## src/rtl/trc_pkg.sv

```systemverilog
`timescale 1ns/1ps
package trc_pkg;
    typedef enum logic [1:0] {
        ST_IDLE = 2'd0,
        ST_SLOT = 2'd1,
        ST_RISE = 2'd2
    } tx_state_e;

    localparam int          FRAME_BITS = 32;
    localparam int          SHORT_BITS = 24;
    localparam int          LEFT_W     = $clog2(FRAME_BITS + 1);
    localparam logic [7:0]  SYNC_BYTE  = 8'h4C;

    function automatic logic [FRAME_BITS-1:0] build_frame(
        input logic [7:0]  addr,
        input logic [15:0] data,
        input logic        wide
    );
        return wide ? {SYNC_BYTE, addr, data}
                    : {SYNC_BYTE, addr, data[7:0], 8'h00};
    endfunction

    function automatic logic [1:0] lane_log2(input logic [1:0] code);
        return (code == 2'd0) ? 2'd0 : (code == 2'd1) ? 2'd1 : 2'd2;
    endfunction
endpackage

```

## src/rtl/trc_phase_timer.sv

```systemverilog
`timescale 1ns/1ps
module trc_phase_timer #(
    parameter int RATE_W = 4
) (
    input  logic              clk,
    input  logic              rst_n,
    input  logic              restart,
    input  logic [RATE_W-1:0] rate,
    output logic              done
);
    logic [RATE_W-1:0] cnt;

    always_ff @(posedge clk or negedge rst_n) begin
        if (!rst_n)          cnt <= '0;
        else if (restart)    cnt <= rate;
        else if (cnt != '0)  cnt <= cnt - 1'b1;
    end

    assign done = (cnt == '0);


    long_phase_chk: assert property (@(posedge clk) disable iff (!rst_n)
        (restart && rate != '0) |=> !done);
endmodule

```

## src/rtl/trc_lane_shifter.sv

```systemverilog
`timescale 1ns/1ps
module trc_lane_shifter
    import trc_pkg::*;
(
    input  logic                  clk,
    input  logic                  rst_n,
    input  logic                  load,
    input  logic                  shift,
    input  logic [FRAME_BITS-1:0] frame,
    input  logic                  wide,
    input  logic [1:0]            lanes,
    output logic [3:0]            lane_out,
    output logic                  last
);
    logic [FRAME_BITS-1:0] sreg;
    logic [1:0]            lg_q;
    logic [LEFT_W-1:0]     left;
    logic [2:0]            step;
    logic [LEFT_W-1:0]     total;

    assign step  = 3'd1 << lg_q;
    assign total = wide ? LEFT_W'(FRAME_BITS) : LEFT_W'(SHORT_BITS);

    always_ff @(posedge clk or negedge rst_n) begin
        if (!rst_n) begin
            sreg <= '0;
            lg_q <= '0;
            left <= '0;
        end else if (load) begin
            sreg <= frame;
            lg_q <= lane_log2(lanes);
            left <= total >> lane_log2(lanes);
        end else if (shift) begin
            sreg <= sreg << step;
            left <= left - 1'b1;
        end
    end

    always_comb begin
        unique case (lg_q)
            2'd0:    lane_out = {3'b000, sreg[FRAME_BITS-1]};
            2'd1:    lane_out = {2'b00, sreg[FRAME_BITS-1 -: 2]};
            default: lane_out = sreg[FRAME_BITS-1 -: 4];
        endcase
    end

    assign last = (left == LEFT_W'(1));


    no_overrun_chk: assert property (@(posedge clk) disable iff (!rst_n)
        shift |-> (left > LEFT_W'(1)));

    width_hold_chk: assert property (@(posedge clk) disable iff (!rst_n)
        !load |=> $stable(lg_q));
endmodule

```

## src/rtl/trace_serial_tx.sv

```systemverilog
`timescale 1ns/1ps
module trace_serial_tx
    import trc_pkg::*;
#(
    parameter int RATE_W = 4
) (
    input  logic              clk,
    input  logic              rst_n,
    input  logic [RATE_W-1:0] cfg_rate,
    input  logic              cfg_single_edge,
    input  logic [1:0]        cfg_lanes,
    input  logic              msg_valid,
    output logic              msg_ready,
    input  logic [7:0]        msg_addr,
    input  logic [15:0]       msg_data,
    input  logic              msg_wide,
    output logic              trc_clk,
    output logic [3:0]        trc_dat
);
    tx_state_e         state, state_nx;
    logic              single_q;
    logic [RATE_W-1:0] rate_q;
    logic              phase_end, last, accept, slot_end, shift, restart;
    logic [RATE_W-1:0] timer_rate;

    assign slot_end  = phase_end && ((state == ST_RISE) || (state == ST_SLOT && !single_q));
    assign msg_ready = (state == ST_IDLE) || (slot_end && last);
    assign accept    = msg_valid && msg_ready;
    assign shift     = slot_end && !last;
    assign restart   = accept || shift || (state == ST_SLOT && single_q && phase_end);
    assign timer_rate = accept ? cfg_rate : rate_q;

    trc_phase_timer #(.RATE_W(RATE_W)) u_timer (
        .clk     (clk),
        .rst_n   (rst_n),
        .restart (restart),
        .rate    (timer_rate),
        .done    (phase_end)
    );

    trc_lane_shifter u_shift (
        .clk      (clk),
        .rst_n    (rst_n),
        .load     (accept),
        .shift    (shift),
        .frame    (build_frame(msg_addr, msg_data, msg_wide)),
        .wide     (msg_wide),
        .lanes    (cfg_lanes),
        .lane_out (trc_dat),
        .last     (last)
    );

    always_comb begin
        state_nx = state;
        unique case (state)
            ST_IDLE: if (accept) state_nx = ST_SLOT;
            ST_SLOT: begin
                if (phase_end) begin
                    if (single_q)       state_nx = ST_RISE;
                    else if (!last)     state_nx = ST_SLOT;
                    else if (msg_valid) state_nx = ST_SLOT;
                    else                state_nx = ST_IDLE;
                end
            end
            ST_RISE: begin
                if (phase_end) begin
                    if (!last || msg_valid) state_nx = ST_SLOT;
                    else                    state_nx = ST_IDLE;
                end
            end
            default: state_nx = ST_IDLE;
        endcase
    end

    always_ff @(posedge clk or negedge rst_n) begin
        if (!rst_n) state <= ST_IDLE;
        else        state <= state_nx;
    end

    always_ff @(posedge clk or negedge rst_n) begin
        if (!rst_n) begin
            trc_clk  <= 1'b1;
            single_q <= 1'b0;
            rate_q   <= '0;
        end else begin
            if (accept) begin
                single_q <= cfg_single_edge;
                rate_q   <= cfg_rate;
            end
            if (accept)
                trc_clk <= 1'b0;
            else if (shift)
                trc_clk <= single_q ? 1'b0 : ~trc_clk;
            else if (state == ST_SLOT && single_q && phase_end)
                trc_clk <= 1'b1;
        end
    end


    idle_clk_high_chk: assert property (@(posedge clk) disable iff (!rst_n)
        (state == ST_IDLE) |-> trc_clk);

    start_fall_chk: assert property (@(posedge clk) disable iff (!rst_n)
        (msg_valid && msg_ready) |=> !trc_clk);

    stop_hold_chk: assert property (@(posedge clk) disable iff (!rst_n)
        (state == ST_IDLE && !msg_valid) |=> ($stable(trc_dat) && trc_clk));

    dual_steady_chk: assert property (@(posedge clk) disable iff (!rst_n)
        (state == ST_SLOT && !single_q && !phase_end) |=> $stable(trc_clk));

    ready_gate_chk: assert property (@(posedge clk) disable iff (!rst_n)
        (state != ST_IDLE && !last) |-> !msg_ready);
endmodule

```

## config.mk

```make
export PLATFORM = sky130hd
export DESIGN_NAME = trace_serial_tx
export DESIGN_NICKNAME = d
export VERILOG_FILES = /design/src/rtl/trc_pkg.sv /design/src/rtl/trc_phase_timer.sv /design/src/rtl/trc_lane_shifter.sv /design/src/rtl/trace_serial_tx.sv
export SDC_FILE = /design/constraint.sdc
export NUM_CORES = 1
export LEC_CHECK = 0
export ABC_AREA = 1
export ABC_CLOCK_PERIOD_IN_PS = 2500
export BUFFER_PORTS_ARGS = -buffer_cell sky130_fd_sc_hd__buf_2
export CAP_MARGIN = 20
export CORE_MARGIN = 4
export CORE_UTILIZATION = 45
export DETAILED_ROUTE_END_ITERATION = 10
export SETUP_SLACK_MARGIN = 0.5
export SYNTH_ARGS = -nofsm -noshare
export SYNTH_HDL_FRONTEND = slang
export SYNTH_HIERARCHICAL = 1
export SYNTH_SLANG_ARGS = --single-unit
```

## constraint.sdc

```tcl
create_clock -name clk -period 2.5 [get_ports clk]
set_input_delay 0.25 -clock clk [delete_from_list [all_inputs] [get_ports clk]]
set_output_delay 0.25 -clock clk [all_outputs]
set_load 0.05 [all_outputs]
```

=== After elaboration in Yosys (flattened, before gate mapping) ===
Index checks and enable logic that the tools add are counted.

* Output and inout port bits: 6
* Memories kept: 0
* Bits in latches: 0
* Bits in writable memories: 0
* Register bits after elaboration: 52
* Word-level logic and storage cells: 69
* Bits in read-only memories: 0

* Multiplexer cells: 24
* Add/subtract/negate cells: 2
* Multipliers: 0
* Magnitude comparators: 0
* Shift-type cells: 3
* Divide/modulo/power cells: 0
* Reduce and logical (&&, ||, !) cells: 23
* Equality and inequality tests: 8
* Bitwise operators: 1

{| class="wikitable"
|+ Operators by type and width
! operator !! number
|-
| 32-bit 2-to-1 mux || 2
|-
| 32-bit by 3-bit << shifter with 32-bit output || 1
|-
| 6-bit 2-to-1 mux || 3
|-
| 16-bit 2-to-1 mux || 1
|-
| 2-bit 2-to-1 mux || 6
|-
| 4-bit 2-to-1 mux || 3
|-
| 4-bit case mux with 2 select lines || 1
|-
| 1-bit logical AND || 7
|-
| 1-bit 2-to-1 mux || 7
|-
| 2-bit by 1-bit == test with 1-bit output, second input constant || 3
|-
| 6-bit by 1-bit == test with 1-bit output, second input constant || 1
|-
| 2-bit zero test || 3
|-
| 2-bit != test, second input constant || 3
|-
| 2-bit case mux with 3 select lines || 1
|-
| 6-bit by 2-bit right shift with 6-bit output || 1
|-
| 6-bit by 1-bit subtractor with 6-bit output, second input constant || 1
|-
| 1-bit logical OR || 5
|-
| 4-bit zero test || 1
|-
| 2-bit nonzero test || 2
|-
| 4-bit nonzero test || 1
|-
| 4-bit by 1-bit subtractor with 4-bit output, second input constant || 1
|-
| 3-bit AND reduction || 1
|-
| 3-bit nonzero test || 1
|-
| 1-bit by 2-bit << shifter with 3-bit output, first input constant || 1
|-
| 3 further kinds || 4
|}

=== Depth between registers and ports, before layout ===
Gate-level depths: netlist of the first run.

* Word-level depth: 10
* Depth in mapped cells: 19
* Gate-level depth less buffers: 17

=== Hierarchy ===
The synthesis of the first run kept the hierarchy.

{| class="wikitable"
|+ By module, submodules not included
! module !! area each (sq um) !! cells an instance !! times used
|-
| trc_lane_shifter || 3233.1 || 493 || 1
|-
| trace_serial_tx || 616.8 || 85 || 1
|-
| trc_phase_timer || 242.7 || 34 || 1
|}

=== Worst setup path after synthesis of the first run ===
Ideal clock, no wire load.

* Kind: register to register
* Start point: reg u_shift.left[1]
* End point: reg u_shift.sreg[30]
* Clock period less this slack: 2.225 ns
* Cell stages (with the launch flop): 17
* Data required time: 2.383 ns
* Slack: 0.275 ns
* Arrival: 2.108 ns
* Library setup time: 0.117 ns
* Cell sequence: dfrtp_1 inv_1 ha_1 nand2_1 nor3_1 nand3_4 nand2_4 nand2_4 inv_2 buf_6 inv_1 nand3_1 nand2_4 nor2_2 nand2_1 nor2_1 nor2_1

* Longest elaborated chain between the ends: 5
* Elaborated cells on any way between the ends: 8
* Those cells by class: eq/ne (1); mux (1); reduce/logical (6)

{| class="wikitable"
|+ Ends and longest elaborated chain
! element !! RTL line !! text
|-
| from (decl) || trc_lane_shifter.sv:17 || <nowiki>logic [LEFT_W-1:0] left;</nowiki>
|-
| from (signal assigned) || trc_lane_shifter.sv:32 || <nowiki>left <= total >> lane_log2(lanes);</nowiki>
|-
| from (signal assigned) || trc_lane_shifter.sv:35 || <nowiki>left <= left - 1'b1;</nowiki>
|-
| 6-bit by 1-bit == test with 1-bit output * || trc_lane_shifter.sv:47 || <nowiki>assign last = (left == LEFT_W'(1));</nowiki>
|-
| via last || trace_serial_tx.sv:23 || <nowiki>logic phase_end, last, accept, slot_end, shift, restart;</nowiki>
|-
| 1-bit logical AND * || trace_serial_tx.sv:27 || <nowiki>assign msg_ready = (state == ST_IDLE) || (slot_end && last);</nowiki>
|-
| 1-bit logical OR * || trace_serial_tx.sv:27 ||
|-
| via msg_ready || trace_serial_tx.sv:13 || <nowiki>output logic msg_ready,</nowiki>
|-
| 1-bit logical AND * || trace_serial_tx.sv:28 || <nowiki>assign accept = msg_valid && msg_ready;</nowiki>
|-
| via accept || trace_serial_tx.sv:23 ||
|-
| 32-bit 2-to-1 mux / 2-bit nonzero test (equally long branches) || n/a ||
|-
| to (signal assigned) || trc_lane_shifter.sv:30 || <nowiki>sreg <= frame;</nowiki>
|-
| to (signal assigned) || trc_lane_shifter.sv:34 || <nowiki>sreg <= sreg << step;</nowiki>
|-
| to (decl) || trc_lane_shifter.sv:15 || <nowiki>logic [FRAME_BITS-1:0] sreg;</nowiki>
|}

Mark *: on every way through the listed nets, which the timed path passes. The rest lies on a longest branch.
A chain may end at the register's enable or synchronous reset.

=== Final worst setup path of the first run ===
* Start point: reg u_shift.left[1]
* End point: reg u_shift.sreg[28]

* Longest elaborated chain between the ends: 5
* Elaborated cells on any way between the ends: 8
* Those cells by class: eq/ne (1); mux (1); reduce/logical (6)

{| class="wikitable"
|+ Ends and longest elaborated chain
! element !! RTL line
|-
| 6-bit by 1-bit == test with 1-bit output * || trc_lane_shifter.sv:47
|-
| via last || trace_serial_tx.sv:23
|-
| 1-bit logical AND * || trace_serial_tx.sv:27
|-
| 1-bit logical OR * || trace_serial_tx.sv:27
|-
| 1-bit logical AND * || trace_serial_tx.sv:28
|-
| via accept || trace_serial_tx.sv:23
|-
| 32-bit 2-to-1 mux / 2-bit nonzero test (equally long branches) || n/a
|}

Marks and branches as above.

==> results of run 1 <==
[power groups by stage]
stage                     Clock, W  Sequential [W]  Combinational [W]
after global routing      0.000563         0.00166            0.00631
after detailed placement         0         0.00160            0.00425
final                     0.000509         0.00160            0.00570
after CTS                 0.000523         0.00157            0.00493
after global placement           0         0.00159            0.00420
after floorplan                  0         0.00153            0.00351
[sequential cells by signal (all words and copies together), names as in the netlist]
signal        count
u_shift/sreg     32
u_shift/left      6
rate_q            4
u_timer/cnt       4
state             2
u_shift/lg_q      2
single_q          1
trc_clk           1
[per-layer routing]
layer	GRT usage [%]	up-vias
li1	-	2142
met1	31.5	2078
met2	39.1	166
met3	2.55	21
met4	6.18	0
met5	0	-
[cell type report]
type | count | area, um^2 | share of cell area (%)
Tap cell | 108 | 135 | 2.52
Inverter | 77 | 318 | 5.93
Clock buffer | 7 | 86.3 | 1.61
Sequential cell | 52 | 1300 | 24.3
Timing Repair Buffer | 86 | 692 | 12.9
Multi-Input combinational cell | 464 | 2810 | 52.5
Clock inverter | 1 | 7.51 | 0.140
[critical path, stage by stage (launching register included)]
cell and delay [ns]:
dfrtp_1 0.40, inv_2 0.08, ha_4 0.14, nand2_4 0.05
nor3_4 0.18, nand3_4 0.13, nand2_8 0.10, nand2_8 0.07
clkinv_8 0.09, buf_16 0.14, nor2_4 0.04, buf_6 0.15
nand3_4 0.09, nand3_2 0.08, nand2_1 0.07, inv_1 0.04
[placed cells by master, fill, tap and decap left out, types with 3 or more instances in the layout]
cell type / n
a21oi_1: 9
a21oi_2: 20
a22oi_1: 3
buf_2: 36
buf_4: 28
buf_6: 15
clkbuf_8: 6
conb_1: 8
dfrtp_1: 50
ha_1: 8
inv_1: 61
inv_2: 11
mux2_2: 8
nand2_1: 155
nand2_2: 7
nand2_4: 3
nand3_1: 119
nand3_2: 33
nand3_4: 4
nor2_1: 16
nor2_2: 3
nor2_4: 9
o21ai_0: 7
o21ai_1: 8
or2_0: 16
or2_1: 5
[timing repair]
action                                  in CTS  in global routing
pin swaps                                   13                 36
gates cloned                                 4                  1
resized for setup                           43                 90
setup buffers                               26                  7
endpoints found under the setup margin      43                 44
[cell families (layout without fill, tap and decap cells)]
kind of cell             after synthesis  in the layout  synth area share [%]
AO/OA/AOI/OAI                         58             58                  7.89
XOR/XNOR                               2              2                 0.428
adder cells (fa/ha/maj)               10             10                  3.06
buffers and inverters                106            171                  11.3
flip-flops                            52             52                  31.8
multiplexers                           8              8                  2.20
other                                  2              8                 0.183
AND/OR/NAND/NOR                      374            378                  43.1
[cell usage after synthesis, drive strengths merged]
master	n	share of area, %
nand4	2	0.31
o21ai	15	1.8
o31ai	2	0.37
dfstp	1	0.64
nor2	26	3.8
and2	1	0.15
or2	21	3.2
nand2	167	16
a22oi	5	0.92
o21bai	1	0.18
inv	77	7.1
conb	2	0.18
nor3	1	0.12
xnor2	2	0.43
mux2	8	2.2
nand3	156	20
o22ai	1	0.15
dfrtp	51	31
buf	28	4.2
a21oi	31	3.8
clkbuf	1	0.12
o221ai	3	0.64
ha	10	3.1
[worst max-delay path by stage]
stage,startpoint,slack [ns],endpoint
after floorplan,u_shift/left[1],0.51,u_shift/sreg[30]
after CTS,u_shift/left[1],0.47,u_shift/sreg[30]
after global placement,u_timer/cnt[0],0.01,u_shift/sreg[18]
after detailed placement,u_timer/cnt[0],-0.01,u_shift/sreg[25]
final,u_shift/left[1],0.54,u_shift/sreg[28]
after global routing,u_timer/cnt[0],0.41,u_shift/sreg[30]
[metrics by stage]
stage | instances | hold WS (ns) | area, um^2 | setup WS (ns) | power [W]
4_1_cts | 787 | 0.0245 | 4930 | 0.474 | 0.00703
3_5_place_dp | 749 | 0.354 | 4420 | -0.00994 | 0.00584
6_report | 795 | -0.00518 | 5360 | 0.543 | 0.00782
5_1_grt | 795 | 0.0498 | 5360 | 0.409 | 0.00853
2_1_floorplan | 618 | -0.0456 | 4170 | 0.507 | 0.00503
3_3_place_gp | 749 | 0.358 | 4420 | 0.0109 | 0.00579
==> summary.txt, run 1 <==
TritonCTS clock tree -> yes
combinational fraction of design power -> 73.0%
Die Wd -> 103 um
total clock buffers created by CTS -> 5
core box area -> 0.00881 mm^2
clk_skew -> 0.0104 ns
CTS H-Tree Depth -> 2
die height -> 103 um
I/O pin count -> 41
sequential share of the synthesized area -> 31.8%
drt wl/cell -> 15.5 um
antenna viol nets, final -> 0
minimum clock period -> 1.96 ns
port bufs -> 40
FF-to-FF path depth -> 15
highest metal used -> met4
met2 WL -> 6040 um
CP Max Fanout -> 7
YS warnings -> 6
P_int -> 0.00370 W
Max clock buf depth -> 2
total wire length -> 12,300 um
share of cells above drive strength 1 -> 30.7%
sequential share of power -> 20.5%
Arrival @ worst endpoint -> 2.16 ns
initial antenna violation count -> 0
CTS Hold Bufs -> 0
RD Place Congestion -> 0.909
via count -> 4,407
failing checks -> negative hold slack
worst skew pair latency -> 0.31 ns
first-pass GRT wire length -> 19,800 um
global route overflow -> 0
worst min-delay path class -> in2async
Area Overhead vs Synth -> 30.8%
DIE AREA -> 0.0107 mm^2
Netlist cell types -> 35
status -> complete, but fails checks
reg2reg end -> u_shift/sreg[28]
Remaining DRCs -> 0
crit path kind -> reg2reg
Worst setup EP type -> register
final setup violation count -> 0
max-slew violations -> 0
Syn Area/Cell -> 6.69 um^2
Psw -> 0.00412 W
FMAX -> 511 MHz
R2R setup slack -> 0.54 ns
RSZ-0062 raised after global routing -> true
DR vias/cell -> 5.54
vias in the first global route -> 4,203
Starting Density -> 46.5%
initial DRC count -> 355
WP data required -> 2.70 ns
relative slew slack -> 50.8%
flops & latches, synth -> 52
Core Util, Final -> 60.8%
hold slack -> -0.00518 ns
setup TNS -> 0 ns
Post-Syn Area -> 0.00409 mm^2
final net count -> 731
hpwl dp -> 7610 um
Worst-path clk slew -> 0.09 ns
crit start category -> register
MaxCap Viol Count -> 0
All-Layer GR Usage -> 23.2%
largest net degree at the start of global routing -> 34
R2R Path Start -> u_shift/left[1]
# fillers -> 834
Ant. Diodes -> 0
met1 WL -> 5380 um
Sw Ratio -> 52.7%
Least-Margin Pin Slew -> 0.738 ns
clk root buf -> clkbuf_8
met3 WL -> 694 um
Final Hold Vio Count -> 7
# clock sinks -> 52
fin crit share -> 78.3%
cell count after synthesis -> 612
std cell rows -> 34
Static Leak -> 2.65 nW
Clock Power Share -> 6.5%
PD cells -> 1460 mW/mm^2
DRT Pass-1 Iters -> 7
peak supply drop -> 0.689 mV
No activity file was read; power rests on OpenSTA's default activity.
==> run 2: changes to the inputs <==
--- a/config.mk
+++ b/config.mk
@@ -6,12 +6,13 @@
 export NUM_CORES = 1
 export LEC_CHECK = 0
 export ABC_AREA = 1
-export ABC_CLOCK_PERIOD_IN_PS = 2500
+export ABC_CLOCK_PERIOD_IN_PS = 1600
 export BUFFER_PORTS_ARGS = -buffer_cell sky130_fd_sc_hd__buf_2
 export CAP_MARGIN = 20
 export CORE_MARGIN = 4
 export CORE_UTILIZATION = 45
 export DETAILED_ROUTE_END_ITERATION = 10
+export PLACE_DENSITY = 0.66
 export SETUP_SLACK_MARGIN = 0.5
 export SYNTH_ARGS = -nofsm -noshare
 export SYNTH_HDL_FRONTEND = slang
==> constraint.sdc (replaced) <==
create_clock -name clk -period 1.6 [get_ports clk]
set_input_delay 0.16 -clock clk [delete_from_list [all_inputs] [get_ports clk]]
set_output_delay 0.16 -clock clk [all_outputs]
set_load 0.05 [all_outputs]
==> run 2 against run 1 <==
Against the previous run:
- the run ends with negative setup slack left
- global-route usage increased by 0.73 points
- final cell count is 3.6% higher
- core utilization rose by 4.3 points
- setup slack lost 0.87 ns
- via count grew 4.2%
- register-to-register slack got worse by 0.87 ns
- critical path depth increased by 1
- clock-buffer cell count shrank 1
- clock power rose by 62%
- sequential share of layout area shrank 1.6 points
- final area rose by 7.1%
- largest cell class unchanged
==> summary.txt, run 2 (synthesized netlist as in run 1, its figures left out) <==
initial DRC count -> 358 (was 355)
Starting Density -> 46.5% (unchanged)
PD cells -> 2320 mW/mm^2 (was 1460 mW/mm^2)
Remaining DRCs -> 0 (unchanged)
status -> complete, but fails checks (unchanged)
RSZ-0062 raised after global routing -> true (unchanged)
Area Overhead vs Synth -> 40.2% (was 30.8%)
hpwl dp -> 8450 um (was 7610 um)
reg2reg end -> u_shift/sreg[17] (was u_shift/sreg[28])
Static Leak -> 2.84 nW (was 2.65 nW)
clk root buf -> clkbuf_8 (unchanged)
I/O pin count -> 41 (unchanged)
die height -> 103 um (unchanged)
CTS H-Tree Depth -> 2 (unchanged)
Arrival @ worst endpoint -> 2.14 ns (was 2.16 ns)
Hold Startpoint -> cfg_single_edge
commonest non-fill, non-tap cell in the layout -> nand3_1 (was nand2_1)
Worst-path clk slew -> 0.10 ns (was 0.09 ns)
max-slew violations -> 0 (unchanged)
max reg flops -> 32 (unchanged)
Max clock buf depth -> 2 (unchanged)
RD Place Congestion -> 0.867 (was 0.909)
first-pass GRT wire length -> 20,400 um (was 19,800 um)
DR vias/cell -> 5.57 (was 5.54)
MaxCap Viol Count -> 0 (unchanged)
Seq. cell area -> 0.00130 mm^2 (unchanged)
initial antenna violation count -> 0 (unchanged)
worst hold endpoint -> single_q
R2R Path Start -> u_timer/cnt[0] (was u_shift/left[1])
WP data required -> 1.81 ns (was 2.70 ns)
kind of cell adding the most delay to the critical path -> simple AND/OR/NAND/NOR gates (unchanged)
hold depth -> 3
minimum clock period -> 1.93 ns (was 1.96 ns)
vias in the first global route -> 4,327 (was 4,203)
R2R setup slack -> -0.33 ns (was 0.54 ns)
DRT Pass-1 Iters -> 7 (unchanged)
final setup violation count -> 52 (was 0)
largest net degree at the start of global routing -> 38 (was 34)
final net count -> 760 (was 731)
peak supply drop -> 1.54 mV (was 0.689 mV)
Critical Path, Cell by Cell -> inv_2 > ha_4 > nand2_4 > inv_4 > nand2_2 > inv_2 > nand3_4 > nand2_8 > nand2_8 > inv_12 > nor2_8 > inv_8 > clkbuf_16 > or2_0 > nand2_1 > inv_1 (was inv_2 > ha_4 > nand2_4 > nor3_4 > nand3_4 > nand2_8 > nand2_8 > clkinv_8 > buf_16 > nor2_4 > buf_6 > nand3_4 > nand3_2 > nand2_1 > inv_1)
CP Max Fanout -> 7 (unchanged)
DIE AREA -> 0.0107 mm^2 (unchanged)
TritonCTS clock tree -> yes (unchanged)
commonest cells after routing, fill and taps aside -> nand3_1, nand2_1, inv_1 (was nand2_1, nand3_1, inv_1)
largest register by flop count -> u_shift/sreg (unchanged)
worst skew pair latency -> 0.31 ns (about the same)
antenna viol nets, final -> 0 (unchanged)
drt wl/cell -> 15.5 um (about the same)
global route overflow -> 0 (unchanged)
Core Util, Final -> 65.2% (was 60.8%)
fin crit share -> 121% (was 78.3%)
failing checks -> negative setup slack (was negative hold slack)
CP bufs+invs -> 7 (was 5)
core box area -> 0.00881 mm^2 (unchanged)
crit path kind -> reg2reg (unchanged)
Multi-input gate area -> 0.00282 mm^2 (was 0.00281 mm^2)
FMAX -> 519 MHz (was 511 MHz)
via count -> 4,591 (was 4,407)
share of cells above drive strength 1 -> 34.5% (was 30.7%)
total clock buffers created by CTS -> 5 (unchanged)
std cell rows -> 34 (unchanged)
Worst Slack Setup Final -> -0.329 ns (was 0.543 ns)
worst min-delay path class -> in2reg (was in2async)
DP Worst Slack -> -0.414 ns (was -0.00994 ns)
Die Wd -> 103 um (unchanged)
All-Layer GR Usage -> 23.9% (was 23.2%)
total wire length -> 12,800 um (was 12,300 um)
# clock sinks -> 52 (unchanged)
largest registers -> u_shift/sreg: 32 flops, u_shift/left: 6 flops (unchanged)
crit start category -> register (unchanged)
Worst setup EP type -> register (unchanged)
slowest stage cell, crit path -> dfrtp_1 (unchanged)
FF-to-FF path depth -> 16 (was 15)
clk_skew -> 0.00880 ns (was 0.0104 ns)
port bufs -> 40 (unchanged)
# fillers -> 756 (was 834)
Ant. Diodes -> 0 (unchanged)
Crit path largest cell delay -> 0.38 ns (was 0.40 ns)
Final Hold Vio Count -> 0 (was 7)
-- run 2: worst reg2reg max path, stage by stage, from the launching register on --
cell and delay [ns]:
dfrtp_1 0.38, inv_2 0.06, ha_4 0.17, nand2_4 0.08, inv_4 0.04, nand2_2 0.06
inv_2 0.06, nand3_4 0.08, nand2_8 0.07, nand2_8 0.09, inv_12 0.05, nor2_8 0.16
inv_8 0.07, clkbuf_16 0.16, or2_0 0.19, nand2_1 0.07, inv_1 0.03
-- run 2: per-stage QoR --
| stage | power, W | std cells | setup TNS [ns] | area, um^2 | hold slack [ns] |
|---|---|---|---|---|---|
| finish | 0.0133 | 824 | -12.04 | 5740 | 0.108 |
| global route | 0.0144 | 824 | -17.19 | 5740 | 0.0957 |
| CTS | 0.0124 | 817 | -12.59 | 5480 | 0.0862 |
| detailed placement | 0.0105 | 790 | -14.87 | 4940 | 0.131 |
| global placement | 0.0103 | 790 | -12.77 | 4940 | 0.119 |
| floorplan | 0.00818 | 618 | -12.94 | 4270 | -0.136 |
-- run 2: power by group --
group / switching (W) / total [W] / internal [W]
clock: 0.000477 / 0.000825 / 0.000348
sequential: 0.000527 / 0.00250 / 0.00198
combinational: 0.00568 / 0.00996 / 0.00427
total: 0.00669 / 0.0133 / 0.00660
-- run 2: how the worst max path moves through the flow --
stage	endpoint	from	cells past startpoint	slack, ns
floorplan	u_shift/sreg[30]	u_timer/cnt[0]	19	-0.37
global placement	u_shift/sreg[7]	u_shift/left[1]	14	-0.37
detailed placement	u_shift/sreg[4]	u_shift/left[1]	13	-0.41
CTS	u_shift/sreg[7]	u_shift/left[1]	13	-0.32
global route	u_shift/sreg[9]	u_timer/cnt[0]	16	-0.42
finish	u_shift/sreg[17]	u_timer/cnt[0]	16	-0.33
-- run 2: cell type report --
| cell class | count | area share, % |
|---|---|---|
| inverters | 77 | 5.73 |
| multi-input cells | 460 | 49.1 |
| flip-flops and latches | 52 | 22.7 |
| clock buffers | 6 | 1.44 |
| clock inverters | 2 | 0.174 |
| well taps | 108 | 2.36 |
| repair buffers | 119 | 18.4 |
-- run 2: metal layers --
| layer | global-route usage [%] | vias up | part of all wire, % |
|---|---|---|---|
| met5 | 0 | - | 0 |
| met4 | 7.77 | 0 | 2.5 |
| met3 | 3.42 | 41 | 6.4 |
| met2 | 41.2 | 194 | 51 |
| met1 | 30.7 | 2158 | 40 |
| li1 | - | 2198 | - |
-- run 2: what timing repair did --
action	4_1_cts	5_1_grt
endpoints found under the hold margin	15	0
gates resized for setup	81	54
endpoints found under the setup margin	58	58
setup buffers	18	5
pin swaps	17	23
hold buffers	1	0
cloned	0	2
==> run 3: changes to the inputs <==
--- a/config.mk
+++ b/config.mk
@@ -12,7 +12,7 @@
 export CORE_MARGIN = 4
 export CORE_UTILIZATION = 45
 export DETAILED_ROUTE_END_ITERATION = 10
-export PLACE_DENSITY = 0.66
+export PLACE_DENSITY = 0.69
 export SETUP_SLACK_MARGIN = 0.5
 export SYNTH_ARGS = -nofsm -noshare
 export SYNTH_HDL_FRONTEND = slang
==> run 3 against run 2 <==
Against the previous run:
- the run still ends with negative setup slack left
- flip-flop and latch count is the same
- combinational power is essentially flat
- die area is the same
- worst hold slack lost 0.016 ns
- highest routed layer unchanged
==> summary.txt, run 3 (synthesized netlist as in run 1, its figures left out) <==
status -> complete, but fails checks (unchanged)
failing checks -> negative setup slack (unchanged)
Area Overhead vs Synth -> 41.3% (was 40.2%)
total clock buffers created by CTS -> 5 (unchanged)
max reg flops -> 32 (unchanged)
clk_skew -> 0.00476 ns (was 0.00880 ns)
initial antenna violation count -> 0 (unchanged)
RD Place Congestion -> 0.982 (was 0.867)
RSZ-0062 raised after global routing -> true (unchanged)
combinational fraction of design power -> 74.5% (was 74.9%)
Max clock buf depth -> 2 (unchanged)
Remaining DRCs -> 0 (unchanged)
port bufs -> 40 (unchanged)
final net count -> 765 (was 760)
I/O pin count -> 41 (unchanged)
TritonCTS clock tree -> yes (unchanged)
dpl cell area -> 0.00497 mm^2 (was 0.00494 mm^2)
FMAX -> 528 MHz (was 519 MHz)
PD cells -> 2310 mW/mm^2 (was 2320 mW/mm^2)
peak supply drop -> 1.18 mV (was 1.54 mV)
minimum clock period -> 1.90 ns (was 1.93 ns)
Seq. cell area -> 0.00130 mm^2 (about the same)
Worst-path clk slew -> 0.10 ns (about the same)
CP Max Fanout -> 6 (was 7)
Ant. Diodes -> 0 (unchanged)
All-Layer GR Usage -> 21.8% (was 23.9%)
final setup violation count -> 48 (was 52)
hold slack -> 0.0927 ns (was 0.108 ns)
hold depth -> 3 (unchanged)
# clock sinks -> 52 (unchanged)
initial DRC count -> 476 (was 358)
core box area -> 0.00881 mm^2 (unchanged)
largest register by flop count -> u_shift/sreg (unchanged)
sequential share of power -> 18.6% (was 18.8%)
max-slew violations -> 0 (unchanged)
reg2reg end -> u_shift/sreg[22] (was u_shift/sreg[17])
Worst Slack Setup Final -> -0.296 ns (was -0.329 ns)
largest net degree at the start of global routing -> 38 (unchanged)
worst hold endpoint -> single_q (unchanged)
Starting Density -> 46.5% (unchanged)
worst min-delay path class -> in2reg (unchanged)
vias in the first global route -> 4,117 (was 4,327)
R2R setup slack -> -0.30 ns (was -0.33 ns)
FF-to-FF path depth -> 13 (was 16)
Sw Ratio -> 49.1% (was 50.3%)
DIE AREA -> 0.0107 mm^2 (unchanged)
crit start category -> register (unchanged)
antenna viol nets, final -> 0 (unchanged)
worst skew pair latency -> 0.31 ns (about the same)
Multi-input gate area -> 0.00282 mm^2 (about the same)
largest registers -> u_shift/sreg: 32 flops, u_shift/left: 6 flops (unchanged)
die height -> 103 um (unchanged)
DRT Pass-1 Iters -> 7 (unchanged)
clk root buf -> clkbuf_8 (unchanged)
via count -> 4,448 (was 4,591)
DP Worst Slack -> -0.433 ns (was -0.414 ns)
Worst setup EP type -> register (unchanged)
Arrival @ worst endpoint -> 2.11 ns (was 2.14 ns)
Psw -> 0.00655 W (was 0.00669 W)
hpwl dp -> 8100 um (was 8450 um)
global route overflow -> 0 (unchanged)
fin crit share -> 118% (was 121%)
commonest cells after routing, fill and taps aside -> nand2_1, nand3_1, inv_1 (was nand3_1, nand2_1, inv_1)
Core Util, Final -> 65.7% (was 65.2%)
WP data required -> 1.82 ns (was 1.81 ns)
Final Hold Vio Count -> 0 (unchanged)
CTS H-Tree Depth -> 2 (unchanged)
DP Cell Count -> 796 (was 790)
MaxCap Viol Count -> 0 (unchanged)
post-route cell area -> 0.00578 mm^2 (was 0.00574 mm^2)
DR vias/cell -> 5.37 (was 5.57)
Die Wd -> 103 um (unchanged)
drt wl/cell -> 14.1 um (was 15.5 um)
first-pass GRT wire length -> 18,900 um (was 20,400 um)
P_int -> 0.00680 W (was 0.00660 W)
Clock Power Share -> 6.9% (was 6.2%)
Static Leak -> 2.87 nW (was 2.84 nW)
crit path kind -> reg2reg (unchanged)
R2R Path Start -> u_shift/left[1] (was u_timer/cnt[0])
std cell rows -> 34 (unchanged)
total wire length -> 11,700 um (was 12,800 um)
# fillers -> 731 (was 756)
share of cells above drive strength 1 -> 33.8% (was 34.5%)
commonest non-fill, non-tap cell in the layout -> nand2_1 (was nand3_1)
Hold Startpoint -> cfg_single_edge (unchanged)
Finished Layout Cells -> 829 (was 824)
==> run 3: area by class of cell <==
type | instances | share of cell area (%)
clock buffer | 6 | 1.25
sequential | 52 | 22.5
multi-input combinational | 460 | 48.7
inverter | 77 | 5.69
timing repair buffer | 124 | 18.9
tap | 108 | 2.34
clock inverter | 2 | 0.606
==> run 3: metrics by stage <==
step	total power, W	setup TNS, ns
finish	0.0134	-10.82
global route	0.0145	-16.79
CTS	0.0125	-12.93
detailed placement	0.0105	-14.97
global placement	0.0104	-12.33
floorplan	0.00818	-12.94
==> run 3: how the worst max path moves through the flow <==
stage / end / slack [ns] / depth (start not counted) / from
after floorplan: u_shift/sreg[30] / -0.37 / 19 / u_timer/cnt[0]
after global placement: u_shift/sreg[21] / -0.35 / 14 / u_shift/left[1]
after detailed placement: u_shift/sreg[4] / -0.43 / 13 / u_shift/left[1]
after CTS: u_shift/sreg[9] / -0.33 / 14 / u_shift/left[1]
after global routing: u_shift/sreg[25] / -0.44 / 16 / u_timer/cnt[0]
final: u_shift/sreg[22] / -0.30 / 13 / u_shift/left[1]
==> run 3: repair_timing <==
| action | CTS | global route |
|---|---|---|
| setup endpoints to repair | 58 | 58 |
| buffers inserted | 14 | 9 |
| hold endpoints to repair | 15 | 0 |
| gates cloned | 0 | 1 |
| gates resized for setup | 85 | 44 |
| pin swaps | 18 | 28 |
| hold buffers | 1 | 0 |
==> run 3: power by group through the flow <==
stage          Sequential (W)  Clock, W  Combinational (W)
3_5_place_dp          0.00246         0            0.00807
5_1_grt               0.00255   0.00102             0.0109
3_3_place_gp          0.00244         0            0.00796
6_report              0.00248  0.000925            0.00995
2_1_floorplan         0.00240         0            0.00578
4_1_cts               0.00245  0.000958            0.00911
==> run 3: critical path: stages, from the launching register on <==
cell and delay [ns]:
dfrtp_1 0.41, inv_2 0.08, ha_4 0.13, nand2_4 0.05, nor3_4 0.18, inv_1 0.09, nand3_2 0.11, inv_4 0.05
nor2_8 0.18, inv_8 0.07, clkbuf_16 0.15, or2_0 0.19, nand2_1 0.07, inv_1 0.04
==> run 3: per-layer routing <==
layer  vias to the layer above  track usage [%]  wire length, um
met2                       160             37.9             5880
li1                       2208                -                -
met3                        18             2.95              682
met5                         -                0                0
met4                         0             5.28              175
met1                      2062             28.6             4980
